==> config.mk <==
export PLATFORM = sky130hd
export DESIGN_NAME = pwr_mode_ctrl
export DESIGN_NICKNAME = d
export VERILOG_FILES = /design/src/rtl/pwr_mode_pkg.sv /design/src/rtl/pm_edge_det.sv /design/src/rtl/pm_grace_timer.sv /design/src/rtl/pm_mode_fsm.sv /design/src/rtl/pwr_mode_ctrl.sv
export SDC_FILE = /design/constraint.sdc
export NUM_CORES = 1
export LEC_CHECK = 0
export CAP_MARGIN = 0
export CORE_MARGIN = 8
export CORE_UTILIZATION = 40
export DETAILED_ROUTE_END_ITERATION = 12
export DONT_BUFFER_PORTS = 1
export MAX_ROUTING_LAYER = met4
export PLACE_DENSITY_LB_ADDON = 0.15
export SLEW_MARGIN = 5
export SYNTH_ARGS = -nofsm -noshare
export SYNTH_HDL_FRONTEND = slang
export SYNTH_SLANG_ARGS = --single-unit
==> constraint.sdc <==
create_clock -name clk -period 2.95 [get_ports clk]
set_input_delay 0 -clock clk [delete_from_list [all_inputs] [get_ports clk]]
set_output_delay 0 -clock clk [all_outputs]
set_load 0.01 [all_outputs]
==> src/rtl/pwr_mode_pkg.sv <==
package pwr_mode_pkg;

  typedef enum logic [2:0] {
    PM_OFF     = 3'd0,
    PM_PRE_OFF = 3'd1,
    PM_SUSPEND = 3'd2,
    PM_WAIT    = 3'd3,
    PM_ACTIVE  = 3'd4
  } pm_state_e;

  function automatic logic f_fall(input logic prev, input logic cur);
    return prev & ~cur;
  endfunction

  function automatic logic f_rise(input logic prev, input logic cur);
    return ~prev & cur;
  endfunction

  // Which events count as a wake depends on the mode; faults veto all of them.
  function automatic logic f_wake(input pm_state_e st, input logic btn_fall,
                                  input logic ac_fall, input logic en_rise,
                                  input logic en_lvl, input logic supply_ok,
                                  input logic acdet_n, input logic fault);
    logic w;
    case (st)
      PM_OFF:     w = btn_fall | ac_fall | en_rise | (supply_ok & ~acdet_n);
      PM_PRE_OFF: w = btn_fall | ac_fall | en_rise;
      PM_SUSPEND: w = btn_fall | ac_fall | en_lvl;
      default:    w = 1'b0;
    endcase
    return w & ~fault;
  endfunction

endpackage

==> src/rtl/pm_edge_det.sv <==
module pm_edge_det (
  input  logic clk,
  input  logic btn_n,
  input  logic acdet_n,
  input  logic pwr_en,
  output logic btn_fall,
  output logic ac_fall,
  output logic en_rise
);
  import pwr_mode_pkg::*;

  // The previous values track the pins even during reset, so a line held
  // through reset does not look like an edge afterwards.
  logic btn_q, ac_q, en_q;

  always_ff @(posedge clk) begin
    btn_q <= btn_n;
    ac_q  <= acdet_n;
    en_q  <= pwr_en;
  end

  assign btn_fall = f_fall(btn_q, btn_n);
  assign ac_fall  = f_fall(ac_q, acdet_n);
  assign en_rise  = f_rise(en_q, pwr_en);

endmodule

==> src/rtl/pm_grace_timer.sv <==
module pm_grace_timer #(
  parameter int LIMIT_TICKS = 20
) (
  input  logic clk,
  input  logic rst_n,
  input  logic run,
  input  logic tick,
  output logic expired
);
  localparam int CW = $clog2(LIMIT_TICKS + 1);
  localparam logic [CW-1:0] LIMIT = CW'(LIMIT_TICKS);

  logic [CW-1:0] cnt;

  always_ff @(posedge clk or negedge rst_n) begin
    if (!rst_n)               cnt <= '0;
    else if (!run)            cnt <= '0;
    else if (tick && !expired) cnt <= cnt + 1'b1;
  end

  assign expired = (cnt >= LIMIT);

  AST_TMR_BOUND: assert property (@(posedge clk) disable iff (!rst_n)
    cnt <= LIMIT);
  AST_EXPIRE_NEEDS_TICK: assert property (@(posedge clk) disable iff (!rst_n)
    $rose(expired) |-> $past(tick) && $past(run));

endmodule

==> src/rtl/pm_mode_fsm.sv <==
module pm_mode_fsm
  import pwr_mode_pkg::*;
(
  input  logic      clk,
  input  logic      rst_n,
  input  logic      wake,
  input  logic      en_lvl,
  input  logic      btn_n,
  input  logic      acdet_n,
  input  logic      fault,
  input  logic      expired,
  output pm_state_e state,
  output logic      seq_start,
  output logic      seq_stop
);

  pm_state_e nxt;
  logic      nxt_start, nxt_stop;
  logic      released;

  assign released = btn_n & acdet_n;

  always_comb begin
    nxt       = state;
    nxt_start = 1'b0;
    nxt_stop  = 1'b0;
    case (state)
      PM_OFF, PM_PRE_OFF: begin
        if (wake) begin nxt = PM_WAIT; nxt_start = 1'b1; end
      end
      PM_SUSPEND: begin
        if (fault)     begin nxt = PM_OFF;  nxt_stop  = 1'b1; end
        else if (wake) begin nxt = PM_WAIT; nxt_start = 1'b1; end
      end
      PM_WAIT: begin
        if (fault)                    begin nxt = PM_OFF; nxt_stop = 1'b1; end
        else if (en_lvl)              nxt = PM_ACTIVE;
        else if (released && expired) begin nxt = PM_OFF; nxt_stop = 1'b1; end
      end
      PM_ACTIVE: begin
        if (fault)        begin nxt = PM_OFF;     nxt_stop = 1'b1; end
        else if (!en_lvl) begin nxt = PM_SUSPEND; nxt_stop = 1'b1; end
      end
      default: nxt = PM_OFF;
    endcase
  end

  always_ff @(posedge clk or negedge rst_n) begin
    if (!rst_n) begin
      state     <= PM_PRE_OFF;
      seq_start <= 1'b0;
      seq_stop  <= 1'b0;
    end else begin
      state     <= nxt;
      seq_start <= nxt_start;
      seq_stop  <= nxt_stop;
    end
  end

  AST_PULSE_EXCL: assert property (@(posedge clk) disable iff (!rst_n)
    !(seq_start && seq_stop));
  AST_START_SINGLE: assert property (@(posedge clk) disable iff (!rst_n)
    seq_start |=> !seq_start);
  AST_START_TO_WAIT: assert property (@(posedge clk) disable iff (!rst_n)
    seq_start |-> state == PM_WAIT);
  AST_STOP_DEST: assert property (@(posedge clk) disable iff (!rst_n)
    seq_stop |-> (state == PM_OFF || state == PM_SUSPEND));
  AST_ACTIVE_FROM_WAIT: assert property (@(posedge clk) disable iff (!rst_n)
    (state == PM_ACTIVE && $past(state) != PM_ACTIVE) |-> $past(state) == PM_WAIT);
  AST_FAULT_FORCES_OFF: assert property (@(posedge clk) disable iff (!rst_n)
    (fault && (state == PM_SUSPEND || state == PM_WAIT || state == PM_ACTIVE))
      |=> state == PM_OFF);
  AST_NO_WAKE_IN_FAULT: assert property (@(posedge clk) disable iff (!rst_n)
    (fault && (state == PM_OFF || state == PM_PRE_OFF)) |=> !seq_start);
  AST_ACTIVE_HOLDS: assert property (@(posedge clk) disable iff (!rst_n)
    (state == PM_ACTIVE && en_lvl && !fault) |=> state == PM_ACTIVE);

endmodule

==> src/rtl/pwr_mode_ctrl.sv <==
module pwr_mode_ctrl #(
  parameter int LIMIT_TICKS = 20
) (
  input  logic       clk,
  input  logic       rst_n,
  input  logic       tick,
  input  logic       btn_n,
  input  logic       acdet_n,
  input  logic       pwr_en,
  input  logic       supply_ok,
  input  logic       uv_fault,
  input  logic       ot_fault,
  output logic       seq_start,
  output logic       seq_stop,
  output logic [2:0] mode
);
  import pwr_mode_pkg::*;

  logic      btn_fall, ac_fall, en_rise;
  logic      fault, wake, expired, in_wait;
  pm_state_e state;

  assign fault = uv_fault | ot_fault;

  pm_edge_det u_edge (
    .clk(clk), .btn_n(btn_n), .acdet_n(acdet_n), .pwr_en(pwr_en),
    .btn_fall(btn_fall), .ac_fall(ac_fall), .en_rise(en_rise)
  );

  assign wake = f_wake(state, btn_fall, ac_fall, en_rise, pwr_en,
                       supply_ok, acdet_n, fault);
  assign in_wait = (state == PM_WAIT);

  pm_grace_timer #(.LIMIT_TICKS(LIMIT_TICKS)) u_timer (
    .clk(clk), .rst_n(rst_n), .run(in_wait), .tick(tick), .expired(expired)
  );

  pm_mode_fsm u_fsm (
    .clk(clk), .rst_n(rst_n), .wake(wake), .en_lvl(pwr_en),
    .btn_n(btn_n), .acdet_n(acdet_n), .fault(fault), .expired(expired),
    .state(state), .seq_start(seq_start), .seq_stop(seq_stop)
  );

  assign mode = state;

endmodule

### Word-level counts from Yosys, hierarchy flattened

Index checks and enable logic that the tools add are counted.

| word-level totals | value |
|---|---|
| bits of input ports | 9 |
| word-level logic and storage cells | 58 |
| output and inout port bits | 5 |
| register bits after elaboration | 13 |

| operators by class | value |
|---|---|
| multiplexer cells | 21 |
| bitwise gates (word level) | 15 |
| $lt $le $gt $ge | 1 |
| $add $sub $neg | 1 |
| reduce and logical (&&, ||, !) cells | 6 |
| eq/ne operators | 7 |

Operator list:

| operator | number |
|---|---|
| 2-to-1 mux 3 bit | 7 |
| case mux 3 bit (4 select lines) | 1 |
| 2-to-1 mux 5 bit | 2 |
| 2-to-1 mux 1 bit | 8 |
| bitwise AND 1 bit | 6 |
| equality test 3 x 2 -> 1 bit, second input constant | 2 |
| case mux 1 bit (3 select lines) | 2 |
| adder 5 x 1 -> 5 bit, second input constant | 1 |
| >= comparator 5 bit, second input constant | 1 |
| OR 1 bit | 5 |
| != test 4 x 3 -> 1 bit, second input constant | 1 |
| NOT 1 bit | 4 |
| equality test 3 x 1 -> 1 bit, second input constant | 1 |
| equality test 3 bit, second input constant | 1 |
| logical NOT 3 bit | 1 |
| != test 3 bit, second input constant | 1 |
| logical AND 1 bit | 2 |
| != test 2 bit, second input constant | 1 |
| case mux 1 bit (2 select lines) | 1 |
| AND reduction 2 bit | 1 |
| OR reduction 2 bit | 1 |
| logical NOT 1 bit | 1 |

### Depth between registers and ports, before layout

| depth | value |
|---|---|
| depth after elaboration | 10 |
| depth in mapped cells | 4 |
| mapped depth without buffers | 4 |

### By module

Synthesis repeated with hierarchy kept, for this count alone.

| unflattened totals | value |
|---|---|
| cell total of the unflattened synthesis | 72 |
| area total of the unflattened synthesis | 740.7 µm² |

Modules (own cells, without submodules):

| module | area an instance (µm²) | cells each | times used | seq. area each (µm²) |
|---|---|---|---|---|
| pm_mode_fsm | 277.8 | 26 | 1 | 126.4 |
| pm_grace_timer | 275.3 | 29 | 1 | 125.1 |
| pm_edge_det | 101.3 | 6 | 1 | 60.1 |
| pwr_mode_ctrl | 86.3 | 11 | 1 | 0.0 |

### Least setup slack after synthesis

OpenSTA, ideal clock, no wires.

| timing | value |
|---|---|
| path type | reg2reg |
| start | register u_fsm.state[0] |
| end | register u_fsm.state[0] |
| cell stages (with the launch flop) | 5 |
| setup time | 78 ps |
| setup slack | 1598 ps |
| clock period less this slack | 1352 ps |
| arrival time | 1274 ps |
| path buffers | 0 |
| data required time | 2872 ps |
| path through | dfstp_2 > nor2_2 > a221oi_1 > a2111oi_2 > a31o_1 |

| on the way | value |
|---|---|
| cells in the longest elaborated chain, start to end | 6 |
| elaborated cells on any way between the ends | 14 |
| classes of those cells | eq/ne: 6; mux: 4; bitwise: 1; reduce/logical: 3 |

RTL lines:

| what | line | RTL |
|---|---|---|
| start, declared | pm_mode_fsm.sv:12 | `output pm_state_e state,` |
| start signal, assigned | pm_mode_fsm.sv:54 | `state <= nxt;` |
| equality test 3 x 2 -> 1 bit, or another cell as far along | pwr_mode_pkg.sv:25, pm_mode_fsm.sv:27 |  |
| case mux 1 bit (3 select lines) | pwr_mode_pkg.sv:25 | `case (st)` |
| bitwise AND 1 bit | pwr_mode_pkg.sv:31 | `return w & ~fault;` |
| 2-to-1 mux 3 bit (2 in a row) | - |  |
| case mux 3 bit (4 select lines) | pm_mode_fsm.sv:27 | `case (state)` |

Parallel ways exist; a longest one is shown, timed or not.
A chain may end at the register's enable or synchronous reset.

### Final worst setup path

Same ends and word-level chain as after synthesis.

==> metrics <==
status=finished, final reports clean; core footprint=0.001506 mm^2; Critical Path RT=~3.2 ns; Slew Limit Headroom=0.6881; Placer Congestion=~0.8; clock skew=between 0.003 and 0.004 ns; CP Data Arrival Time=2.26 ns; Synth area leader=dfrtp_1; Final min period=slightly above 2 ns; FF-to-FF End=u_fsm.state[0]$_DFFE_PN1P_; clk_lat worst skew=between 0.2 and 0.3 ns; global route overflow=0; post-route ant nets=0; # port buffers=0; Total Routing Usage GR=0.09635; fin crit share=0.6937; DR WL/cell=between 15 and 20 um; Ys Warns=0; Detail Placement HPWL=between 1 and 1.5 mm; fin. max-slew vios=0; footprint of the multi-input gates=317.8 um^2; Max clock buf depth=2; DRT iter0 DRCs=15; area grow syn2layout=19.73%; Synth top area share=0.3516; first-pass GRT wire length=2.421 mm; post-cts resize count=0; Syn Nets=75; Total Die Area=0.003138 mm^2; Die W=56.02 um; fillcell total=140; Worst Max-Slew Pin Slew=~0.47 ns; Setup TNS=0 ns; DR pass1 iterations=4; Initial Util=0.4252; Top-Level Pins=14; diodes inserted=0; vias in the first global route=553; maxcap violations=0; register area=311.5 um^2; drt total wl=1.447 mm; clock-pin slew on the worst setup and hold paths=0.08 ns; # DRC=0; Hold Path Sink=u_fsm.state[1]$_DFFE_PN0P_; Hold Path Class=input port to register; CTS Sinks=13; Vias/cell=5.696; count of final setup violators=0; Post-CTS Hold Buffers=8; largest cells by area after synthesis=dfrtp_1 (35%), dfxtp_1 (9.4%), nor2b_1 (4.9%); Root Driver=clkbuf_4; r2r setup slk=~0.9 ns; Worst Reg-to-Reg Cells=5; initial antenna violation count=0; vias=524; number of CTS-inserted buffers=3; Syn Inst Count=64; worst hold start=pwr_en; FF+latch count, synth=13; met2 GRT Util=0.1490; CTS tree=yes; met1 usage=0.1041; met3 Track Usage GR=0.05708; Design Area, Final=~770 um^2; Worst Hold Depth=2; H-tree lvl count=1; final hold vios=0; Fmax=0.4887 GHz; largest net degree at the start of global routing=11; CP Launch Type=register; fraction of layout cells with a size suffix above 1=0.09211; r2r startpoint=u_fsm.state[0]$_DFFE_PN1P_; Leak=0.3170 nW; Worst Hold Margin=0.03244 ns; Max FO, Critical Path=8; Die Y=56.02 um; row count=14; Avg Cell Area, Syn=roughly 10 um^2; Seq/Total Area, Yosys=0.4863; Post-Syn Area=640.6 um^2; pwr/cell area=approximately 490 mW/mm^2; unrepaired setup endpoints after global routing=no; Post-DP Area=~660 um^2; fin nets=88; gr busiest metal=met2; count of unique library cells instantiated by Yosys=28; WS Path Type=register to register; Worst setup EP type=register; Max rail drop VDD=313.6 uV; Post CTS Setup Buffer Count=0
worst max-delay path by stage:
stage	end	from	slack, ns	cells after the start
global route	u_fsm.state[0]$_DFFE_PN1P_	u_fsm.state[0]$_DFFE_PN1P_	0.82	5
global placement	u_fsm.state[0]$_DFFE_PN1P_	u_fsm.state[0]$_DFFE_PN1P_	1.52	4
detailed placement	u_fsm.state[0]$_DFFE_PN1P_	u_fsm.state[0]$_DFFE_PN1P_	1.47	4
floorplan	u_fsm.state[0]$_DFFE_PN1P_	u_fsm.state[0]$_DFFE_PN1P_	1.60	4
CTS	u_fsm.state[0]$_DFFE_PN1P_	u_fsm.state[0]$_DFFE_PN1P_	0.90	5
finish	u_fsm.state[0]$_DFFE_PN1P_	u_fsm.state[0]$_DFFE_PN1P_	0.90	5
layout make-up:
type	count	share of cell area
repair buffers	8	0.1044
clock buffers	4	0.03426
well taps	16	0.02610
multi-input cells	48	0.4144
flip-flops and latches	13	0.4062
inverters	3	0.01468
synthesized netlist by cell type, drive strengths merged:
cell / instances
dfrtp: 9
nand2: 8
nor2: 6
nor2b: 5
o21ai: 5
dfxtp: 3
inv: 3
nand3: 3
a21oi: 2
a32o: 2
ha: 2
xor2: 2
a2111oi: 1
a211oi: 1
a221oi: 1
a311oi: 1
a31o: 1
a41oi: 1
and3: 1
dfstp: 1
nand2b: 1
nand3b: 1
nor3b: 1
o2111a: 1
o41ai: 1
xnor2: 1
cell usage in the layout, fill, tap and decap left out, types with 2 or more instances in the layout:
cell type	netlist	layout
dfrtp_1	9	9
nand2_1	8	8
dlygate4sd3_1	0	8
nor2_1	5	5
nor2b_1	5	5
o21ai_0	4	4
inv_1	3	3
nand3_1	3	3
clkbuf_4	0	3
dfxtp_1	3	3
a32o_1	2	2
a21oi_1	2	2
xor2_1	2	2
ha_1	2	2
registers in the layout, summed over array words and instances, names as in the netlist:
register,cells
u_edge.en_q,1
u_edge.ac_q,1
u_fsm.state,3
u_edge.btn_q,1
u_fsm.seq_stop,1
u_timer.cnt,5
u_fsm.seq_start,1
worst max-delay path, stage by stage (launching register included):
cell	delay, ns
dfstp_2	0.65
nor2_2	0.10
a221oi_1	0.35
a2111oi_2	0.12
dlygate4sd3_1	0.59
a31o_1	0.19
logic make-up (layout without fill, tap and decap cells):
family	Yosys count	in the layout	share of synthesized area
adders and majority gates	2	2	0.03906
DFF	13	13	0.4863
AOI/OAI and AO/OA	17	17	0.2070
and+or+nand+nor	26	26	0.2090
buffers and inverters	3	15	0.01758
xor gates and xnor gates	3	3	0.04102
per-layer routing:
layer	wire length, um	part of all wire
met2	661	0.46
met3	100	0.069
met5	0	0
met1	685	0.47
met4	0	0
report_power, final:
part	leakage [nW]	internal [mW]	switching [mW]
logic	0.143	0.0273	0.0291
clock network	0.0150	0.0524	0.0551
registers	0.159	0.192	0.0210
per-stage QoR:
step	total power [mW]	util	setup slack, ns	cells
6_report	0.3770	0.5091	0.9037	92
5_1_grt	0.3998	0.5091	0.8151	92
4_1_cts	0.3816	0.5091	0.8991	92
3_5_place_dp	0.2589	0.4385	1.474	80
3_3_place_gp	0.2584	0.4385	1.523	80
2_1_floorplan	0.2473	-	1.598	64
No activity file was read; power rests on OpenSTA's default activity.
